$ cat src/rtl/cfgp_pkg.sv
package cfgp_pkg;

  typedef enum logic [3:0] {
    ST_PRE_LEN, ST_PRE_SKIP, ST_HDR_LEN, ST_TAG, ST_TXT_LEN,
    ST_TXT, ST_PAY_LEN, ST_PAY, ST_DONE, ST_BAD_TAG, ST_TRUNC
  } cfgp_state_t;

  typedef enum logic [1:0] {
    LEN_HOLD, LEN_CLR, LEN_SHIFT, LEN_DEC
  } cfgp_len_op_t;

  localparam logic [7:0] TAG_TXT_FIRST = 8'h61;
  localparam logic [7:0] TAG_TXT_LAST  = 8'h64;
  localparam logic [7:0] TAG_PAYLOAD   = 8'h65;

  function automatic logic tag_is_text(input logic [7:0] t);
    return (t >= TAG_TXT_FIRST) && (t <= TAG_TXT_LAST);
  endfunction

  function automatic logic [1:0] tag_field(input logic [7:0] t);
    logic [7:0] d;
    d = t - TAG_TXT_FIRST;
    return d[1:0];
  endfunction

  function automatic logic is_terminal(input cfgp_state_t s);
    return (s == ST_DONE) || (s == ST_BAD_TAG) || (s == ST_TRUNC);
  endfunction

endpackage

$ cat src/rtl/cfgp_len_reg.sv
module cfgp_len_reg
  import cfgp_pkg::*;
#(
  parameter int LEN_W = 32
) (
  input  logic               clk,
  input  logic               rst,
  input  cfgp_len_op_t       op,
  input  logic [7:0]         din,
  output logic [LEN_W-1:0]   cnt_o,
  output logic [LEN_W-1:0]   shifted_o,
  output logic               is_one_o
);

  logic [LEN_W-1:0] cnt_q;

  assign shifted_o = {cnt_q[LEN_W-9:0], din};
  assign is_one_o  = (cnt_q == LEN_W'(1));
  assign cnt_o     = cnt_q;

  always_ff @(posedge clk) begin
    if (rst) begin
      cnt_q <= '0;
    end else begin
      case (op)
        LEN_CLR:   cnt_q <= '0;
        LEN_SHIFT: cnt_q <= shifted_o;
        LEN_DEC:   cnt_q <= cnt_q - LEN_W'(1);
        default:   cnt_q <= cnt_q;
      endcase
    end
  end

endmodule

$ cat src/rtl/cfgp_tag_dec.sv
module cfgp_tag_dec
  import cfgp_pkg::*;
(
  input  logic [7:0] tag,
  output logic       is_text,
  output logic       is_payload,
  output logic [1:0] field
);

  assign is_text    = tag_is_text(tag);
  assign is_payload = (tag == TAG_PAYLOAD);
  assign field      = tag_field(tag);

endmodule

$ cat src/rtl/cfg_hdr_parser.sv
module cfg_hdr_parser
  import cfgp_pkg::*;
#(
  parameter int LEN_W = 32
) (
  input  logic       clk,
  input  logic       rst,
  input  logic       in_valid,
  input  logic [7:0] in_data,
  input  logic       in_last,
  output logic       in_ready,
  output logic       txt_valid,
  output logic [7:0] txt_data,
  output logic [1:0] txt_field,
  output logic       txt_last,
  output logic       out_valid,
  input  logic       out_ready,
  output logic [7:0] out_data,
  output logic       out_last,
  output logic       done,
  output logic       tag_err,
  output logic       trunc_err
);

  cfgp_state_t      st_q, st_n;
  logic [1:0]       idx_q, idx_n;
  logic [1:0]       field_q, field_n;
  cfgp_len_op_t     len_op;
  logic [LEN_W-1:0] cnt, shifted;
  logic             cnt_is_one;
  logic             tag_text, tag_pay;
  logic [1:0]       tag_fld;

  // named internal events
  logic take;
  logic pay_fire;
  logic pay_final;
  logic rec_start;

  cfgp_len_reg #(.LEN_W(LEN_W)) u_len (
    .clk(clk), .rst(rst), .op(len_op), .din(in_data),
    .cnt_o(cnt), .shifted_o(shifted), .is_one_o(cnt_is_one)
  );

  cfgp_tag_dec u_tag (
    .tag(in_data), .is_text(tag_text), .is_payload(tag_pay), .field(tag_fld)
  );

  assign in_ready  = (st_q == ST_PAY) ? out_ready : 1'b1;
  assign take      = in_valid && in_ready;
  assign out_valid = (st_q == ST_PAY) && in_valid;
  assign out_data  = in_data;
  assign out_last  = (st_q == ST_PAY) && cnt_is_one;
  assign txt_valid = (st_q == ST_TXT) && in_valid;
  assign txt_data  = in_data;
  assign txt_field = field_q;
  assign txt_last  = (st_q == ST_TXT) && cnt_is_one;
  assign done      = (st_q == ST_DONE);
  assign tag_err   = (st_q == ST_BAD_TAG);
  assign trunc_err = (st_q == ST_TRUNC);
  assign pay_fire  = out_valid && out_ready;
  assign pay_final = pay_fire && out_last;
  assign rec_start = take && (st_q == ST_TAG);

  always_comb begin
    st_n    = st_q;
    idx_n   = idx_q;
    field_n = field_q;
    len_op  = LEN_HOLD;
    if (take) begin
      case (st_q)
        ST_PRE_LEN, ST_TXT_LEN: begin
          len_op = LEN_SHIFT;
          idx_n  = idx_q + 2'd1;
          if (idx_q == 2'd1) begin
            idx_n = 2'd0;
            if (st_q == ST_PRE_LEN)
              st_n = (shifted == '0) ? ST_HDR_LEN : ST_PRE_SKIP;
            else
              st_n = (shifted == '0) ? ST_TAG : ST_TXT;
          end
        end
        ST_PRE_SKIP: begin
          len_op = LEN_DEC;
          if (cnt_is_one) st_n = ST_HDR_LEN;
        end
        ST_HDR_LEN: begin
          idx_n = idx_q + 2'd1;
          if (idx_q == 2'd1) begin
            idx_n = 2'd0;
            st_n  = ST_TAG;
          end
        end
        ST_TAG: begin
          len_op = LEN_CLR;
          if (tag_text) begin
            field_n = tag_fld;
            st_n    = ST_TXT_LEN;
          end else if (tag_pay) begin
            st_n = ST_PAY_LEN;
          end else begin
            st_n = ST_BAD_TAG;
          end
        end
        ST_TXT: begin
          len_op = LEN_DEC;
          if (cnt_is_one) st_n = ST_TAG;
        end
        ST_PAY_LEN: begin
          len_op = LEN_SHIFT;
          idx_n  = idx_q + 2'd1;
          if (idx_q == 2'd3) begin
            idx_n = 2'd0;
            st_n  = (shifted == '0) ? ST_DONE : ST_PAY;
          end
        end
        ST_PAY: begin
          len_op = LEN_DEC;
          if (cnt_is_one) st_n = ST_DONE;
        end
        default: ;
      endcase
      if (in_last && !is_terminal(st_q) && !is_terminal(st_n))
        st_n = ST_TRUNC;
    end
  end

  always_ff @(posedge clk) begin
    if (rst) begin
      st_q    <= ST_PRE_LEN;
      idx_q   <= 2'd0;
      field_q <= 2'd0;
    end else begin
      st_q    <= st_n;
      idx_q   <= idx_n;
      field_q <= field_n;
    end
  end

endmodule

$ cat config.mk
export PLATFORM = sky130hd
export DESIGN_NAME = cfg_hdr_parser
export DESIGN_NICKNAME = d
export VERILOG_FILES = /design/src/rtl/cfgp_pkg.sv /design/src/rtl/cfgp_len_reg.sv /design/src/rtl/cfgp_tag_dec.sv /design/src/rtl/cfg_hdr_parser.sv
export SDC_FILE = /design/constraint.sdc
export NUM_CORES = 1
export LEC_CHECK = 0
export ABC_AREA = 1
export BUFFER_PORTS_ARGS = -buffer_cell sky130_fd_sc_hd__clkbuf_2
export CAP_MARGIN = 20
export CELL_PAD_IN_SITES_DETAIL_PLACEMENT = 0
export CELL_PAD_IN_SITES_GLOBAL_PLACEMENT = 1
export CORE_MARGIN = 10
export CORE_UTILIZATION = 45
export CTS_CLUSTER_SIZE = 8
export DETAILED_ROUTE_END_ITERATION = 12
export PLACE_DENSITY_LB_ADDON = 0.1
export SLEW_MARGIN = 20
export SYNTH_ARGS = -nofsm -noshare
export SYNTH_HDL_FRONTEND = slang
export SYNTH_SLANG_ARGS = --single-unit
$ cat constraint.sdc
create_clock -name clk -period 3.59 [get_ports clk]
set_input_delay 0.718 -clock clk [delete_from_list [all_inputs] [get_ports clk]]
set_output_delay 0.718 -clock clk [all_outputs]
set_load 0.01 [all_outputs]
# Word-level counts from Yosys, hierarchy flattened

Cells that the tools add are included.

Latch bits: 0
Memories: 0
Logic and storage cells: 75
Input port bits: 13
Flip-flop bits (word level): 40
ROM bits: 0
Output and inout port bits: 26
Memory bits (writable): 0

Eq/ne operators: 20
Bitwise gates (word level): 0
Add/sub/neg operators: 3
$mul: 0
Order comparisons: 2
Reduce and logical (&&, ||, !) cells: 24
Muxes and demuxes: 22
Shifts and indexed selects: 0
Div/mod/pow operators: 0

Operator list:

| kind                                                                   | count |
|---|---|
| 32-bit one-hot mux with 3 select lines                                 | 1 |
| 4-bit two-way mux                                                      | 11 |
| 32-bit by 1-bit == test with 1-bit output (second input constant)      | 1 |
| 32-bit logical NOT                                                     | 1 |
| 32-bit by 1-bit subtractor with 32-bit output (second input constant)  | 1 |
| 4-bit one-hot mux with 7 select lines                                  | 1 |
| 4-bit == test (second input constant)                                  | 6 |
| 4-bit by 3-bit == test with 1-bit output (second input constant)       | 4 |
| 3-bit OR reduction                                                     | 3 |
| 4-bit by 2-bit == test with 1-bit output (second input constant)       | 2 |
| 8-bit by 7-bit == test with 1-bit output (second input constant)       | 1 |
| 8-bit by 7-bit >= comparator with 1-bit output (second input constant) | 1 |
| 8-bit by 7-bit <= comparator with 1-bit output (second input constant) | 1 |
| 1-bit logical AND                                                      | 8 |
| 2-bit two-way mux                                                      | 4 |
| 2-bit == test (second input constant)                                  | 3 |
| 3-bit two-way mux                                                      | 2 |
| 2-bit one-hot mux with 3 select lines                                  | 1 |
| 2-bit by 1-bit == test with 1-bit output (second input constant)       | 2 |
| 4-bit by 1-bit == test with 1-bit output (second input constant)       | 1 |
| 4-bit logical NOT                                                      | 1 |
| 1-bit logical OR                                                       | 4 |
| 2-bit one-hot mux with 2 select lines                                  | 1 |
| 3-bit AND reduction                                                    | 1 |
| other kinds (8)                                                        | 9 |

# Longest topological paths before layout

Depth after elaboration: 12
Depth in mapped cells: 16
Mapped depth without buffers: 16

# Modules after synthesis

Synthesis repeated with hierarchy kept, for this count alone.

Cells, all modules: 626
Area total of the unflattened synthesis: 3759.9 sq um

Modules (own cells, without submodules):

| module         | cells an instance | area an instance (sq um) | times used | seq. area each (sq um) |
|---|---|---|---|---|
| cfgp_len_reg   | 426               | 2539.9                   | 1          | 640.6 |
| cfg_hdr_parser | 178               | 1097.3                   | 1          | 160.2 |
| cfgp_tag_dec   | 22                | 122.6                    | 1          | 0.0 |

# Least setup slack after synthesis

Ideal clock, no wire load.

Path kind: input -> register
Start: input in_data[1]
End: register st_q[0]
Slack: 1.575 ns
Stages: 15
Data arrival time: 1.883 ns
Setup time: 0.132 ns
Data required time: 3.458 ns
Buffers on the path: 0
Cell sequence: inv_1 -> ha_1 -> nand2_1 -> nor2_1 -> nand3_1 -> nor2_2 -> nand2_1 -> nor2_1 -> nor2_1 -> nand3_1 -> nand3_1 -> nand2_1 -> nand2_1 -> nand2_1 -> a21oi_1

Cells in the longest elaborated chain, start to end: 12
Elaborated cells on any way between the ends: 23
Those cells by class: order compare: 2; eq/ne: 4; mux: 11; reduce/logical: 6

Ends and longest elaborated chain:

| element                                                                                | line                  | text |
|---|---|---|
| from (decl)                                                                            | cfg_hdr_parser.sv:9   | `input logic [7:0] in_data,` |
| branches (longest 4 deep; another with 8-bit by 7-bit >= comparator with 1-bit output) | n/a                   |  |
| 4-bit one-hot mux with 7 select lines (*)                                              | cfg_hdr_parser.sv:71  | `case (st_q)` |
| 4-bit two-way mux (*)                                                                  | cfg_hdr_parser.sv:70  | `if (take) begin` |
| 4-bit == test                                                                          | cfgp_pkg.sv:27        | `return (s == ST_DONE) \|\| (s == ST_BAD_TAG) \|\| (s == ST_TRUNC);` |
| 1-bit logical OR (2 in series)                                                         | cfgp_pkg.sv:27        |  |
| 1-bit logical NOT                                                                      | cfg_hdr_parser.sv:123 | `if (in_last && !is_terminal(st_q) && !is_terminal(st_n))` |
| 1-bit logical AND                                                                      | cfg_hdr_parser.sv:123 |  |
| 4-bit two-way mux (*)                                                                  | cfg_hdr_parser.sv:123 |  |
| to (signal assigned)                                                                   | cfg_hdr_parser.sv:134 | `st_q <= st_n;` |
| to (decl)                                                                              | cfg_hdr_parser.sv:25  | `cfgp_state_t st_q, st_n;` |

Mark *: on every way between the ends. The select of a mux whose other input is x is not followed.
A chain may end at the register's enable or synchronous reset.

# Final worst setup path

Start: register u_len.cnt_q[2] (netlist: u_len.cnt_o[2])
End: output out_last

Cells in the longest elaborated chain, start to end: 2

Ends and longest elaborated chain:

| element                                   | line                 | text |
|---|---|---|
| from (decl)                               | cfgp_len_reg.sv:15   | `logic [LEN_W-1:0] cnt_q;` |
| from (signal assigned)                    | cfgp_len_reg.sv:27   | `LEN_SHIFT: cnt_q <= shifted_o;` |
| from (signal assigned)                    | cfgp_len_reg.sv:28   | `LEN_DEC: cnt_q <= cnt_q - LEN_W'(1);` |
| from (signal assigned)                    | cfgp_len_reg.sv:29   | `default: cnt_q <= cnt_q;` |
| 32-bit by 1-bit == test with 1-bit output | cfgp_len_reg.sv:18   | `assign is_one_o = (cnt_q == LEN_W'(1));` |
| 1-bit logical AND                         | cfg_hdr_parser.sv:53 | `assign out_last = (st_q == ST_PAY) && cnt_is_one;` |
| to (decl)                                 | cfg_hdr_parser.sv:19 | `output logic out_last,` |

Every way passes these cells.

==> flow_summary.toml <==
[detailed_routing]
routedWlPerCell_um = 14.11
drt_iter0_markers = 172
final_antenna_net_count = 0
post-route-drc-count = 0
viasPerCell = 5.073
firstDrtPassIters = 4
route.vias.total = 3419
routed_wl_mm = 9.508

[floorplan]
start_util_pct = 46.78
core_area_um2 = 7331
dieArea_um2 = 11510
die_x_um = 107.3
io_pins = 39
num_rows = 31
die_h_um = 107.3

[clock_network]
htree_levels = 2
clk-insertion-delay-late_ns = 0.29
cts_hold_buf = 0
cts-buffers-inserted = 5
cts_sinks = 40
cts.path.max_buffers = 2
cts_tree = "done"
postCtsSetupBuffers = 0
clkTransAtPathRegs_ns = 0.08
cts_root_buf = "clkbuf_8"
ctsResizeCount = 0

[worst_setup_path]
critPathRequiredTime_ns = 2.87
critPathArrivalTime_ns = 1.82
worst_path_largest_cell_delay_ns = 0.37
cp_top_family = "simple AND/OR/NAND/NOR gates"
worstSetupPathType = "flip-flop to output pin"
path_cells = "nor2_2 > inv_1 > nor2_1 > nand4_1 > nor2_1 > nand2_1 > inv_1 > clkbuf_2"
worst_setup_path_start_kind = "flip-flop"
worstPathMaxFanout = 5
cp-end-kind = "output pin"
cp.buffers_inverters = 3
slowest_stage = "dfxtp_1"

[synthesis]
synth_fa_ha_area_share_pct = 3.283
synth_xor_area_share_pct = 1.532
syn_area_per_cell_um2 = 6.179
synth_edf_count = 0
synth-compound-area-share_pct = 16.34
synth_ff_type = "dfxtp_1"
netlist_instances = 555
ys_ff_latch = 40
synth_top_family_by_area = "simple AND/OR/NAND/NOR gates"
synth.cell_area_um2 = 3430
yosysWarnings = 0
synth-simple-area-share_pct = 38.20
syn-num-nets = 577
synthMuxAreaShare_pct = 0
async_flop_share_pct = 0
synth_seq_area_share_pct = 23.35
synthDistinctLibCells = 47

[global_route]
grt_max_degree = 20
grt_first_pass_wirelength_mm = 16.28
antenna_found_initial = 0
overflow = 0
grtUsageTotal_pct = 17.03
grt_pass1_vias = 3320

[pwr]
p_leak_nw = 1.815
ir_drop_v = 0.0002890
p_per_area_nw_per_um2 = 382.6

[final_layout]
final_nets = 596
final_util_pct = 50.09
synthToLayoutAreaGrowth_pct = 7.078
drive_gt1_share_pct = 15.83
antenna_cells = 0

[place]
port_buffers = 38
routabilityCongestion = 0.9212
post-dp-hpwl_mm = 7.266

[sta]
slew_violations = 0
worst_pin_slew_ns = 0.6863
hold_viol = 0
fin_skew_ns = 0.007373
rsz0062_at_grt = "false"
relSlewSlack_pct = 54.19
hold_ws_ns = 0.4550
setup_viol = 0
finalCritPeriodShare_pct = 70.64
setup_tns_ns = 0
max_freq_mhz = 394.3
period_needed_ns = 2.536

[min_path]
hold_path_class = "flip-flop to flip-flop"

[outcome]
outcome = "completed"

[run]
cap_violations = 0
## per-stage QoR
step                      area (µm²)  setup WS [ns]  instances  total power (W)
after floorplan                 3430          1.575        555        0.0009038
after global placement          3546          1.271        666        0.0009993
after detailed placement        3546          1.191        666         0.001003
after CTS                       3672          1.043        674         0.001416
after global routing            3672         0.9113        674         0.001511
final                           3672          1.054        674         0.001405
## cell type report
class                           count  area [µm²]
Fill cell                         776        3659
Multi-Input combinational cell    389        2036
Sequential cell                    40       800.8
Inverter                           98       380.4
Timing Repair Buffer               40       205.2
Tap cell                           99       123.9
Clock buffer                        7       96.34
Clock inverter                      1       30.03
## power by group
part	internal, W	leakage (nW)	switching (W)
sequential	0.000466	0.325	0.0000333
clock	0.000246	0.0645	0.000163
combinational	0.000162	1.43	0.000335
total	0.000874	1.81	0.000531
## routing by layer
| layer | track usage, % | part of all wire [%] | vias to the layer above |
|---|---|---|---|
| met1 | 23.34 | 48 | 1547 |
| met4 | 3.288 | 0.64 | 0 |
| met2 | 27.31 | 46 | 66 |
| li1 | - | - | 1802 |
| met3 | 2.934 | 5.0 | 4 |
| met5 | 0 | 0 | - |
## logic make-up (layout without fill, tap and decap cells)
group | after synthesis | in the layout
AOI/OAI and AO/OA | 91 | 91
xor gates and xnor gates | 6 | 6
adders and majority gates | 9 | 9
buffers and inverters | 126 | 146
DFF | 40 | 40
and+or+nand+nor | 283 | 283
## Yosys cell counts, drive strengths merged (3+ instances only)
master	instances	area, µm²
xor2	5	43.79
inv	97	376.6
nand2	129	540.5
o221ai	10	87.58
dfxtp	40	800.8
nand3	33	182.7
or2	4	27.53
ha	9	112.6
nor2	93	402.9
nor3	14	81.33
nand4	8	56.30
o211ai	4	35.03
o22ai	4	25.02
a21oi	22	110.1
o21ai	31	170.2
a31oi	14	87.58
a211oi	3	22.52
buf	26	205.2
## flip-flops by register name, summed over array words and instances (netlist names)
register	count
idx_q	2
st_q	4
txt_field	2
u_len.cnt_o	32
## placed cells by master (no fill, tap or decap), drive strengths merged
cell    count
clkbuf     45
xor2        5
clkinv      1
o22ai       4
o221ai     10
bufinv      1
o211ai      4
nand4       8
nor3       14
a211oi      3
inv        97
nand2     129
nor2       93
ha          9
a31oi      14
or2         4
a21o        1
nand3      33
buf         2
dfxtp      40
nor4        2
a21boi      2
a21oi      22
xnor2       1
o21ai      31
## path summary, 6_finish.rpt
path	startpoint	to	slack, ns	depth (start not counted)
min reg2reg	txt_field[1]$_SDFFE_PP0P_	txt_field[1]$_SDFFE_PP0P_	0.45	2
max reg2reg	st_q[3]$_SDFFE_PP0P_	u_len.cnt_o[7]$_SDFFE_PP0P_	1.29	15
max	u_len.cnt_o[2]$_SDFFE_PP0P_	out_last	1.05	8
min	txt_field[1]$_SDFFE_PP0P_	txt_field[1]$_SDFFE_PP0P_	0.45	2
## tightest hold or removal path, delay by kind of cell (launching register included)
family,cells,cell delay (ns)
AO/OA/AOI/OAI,1,0.05
flip-flops,1,0.32
buffers and inverters,1,0.05
Power figures use the tool's default switching activity.
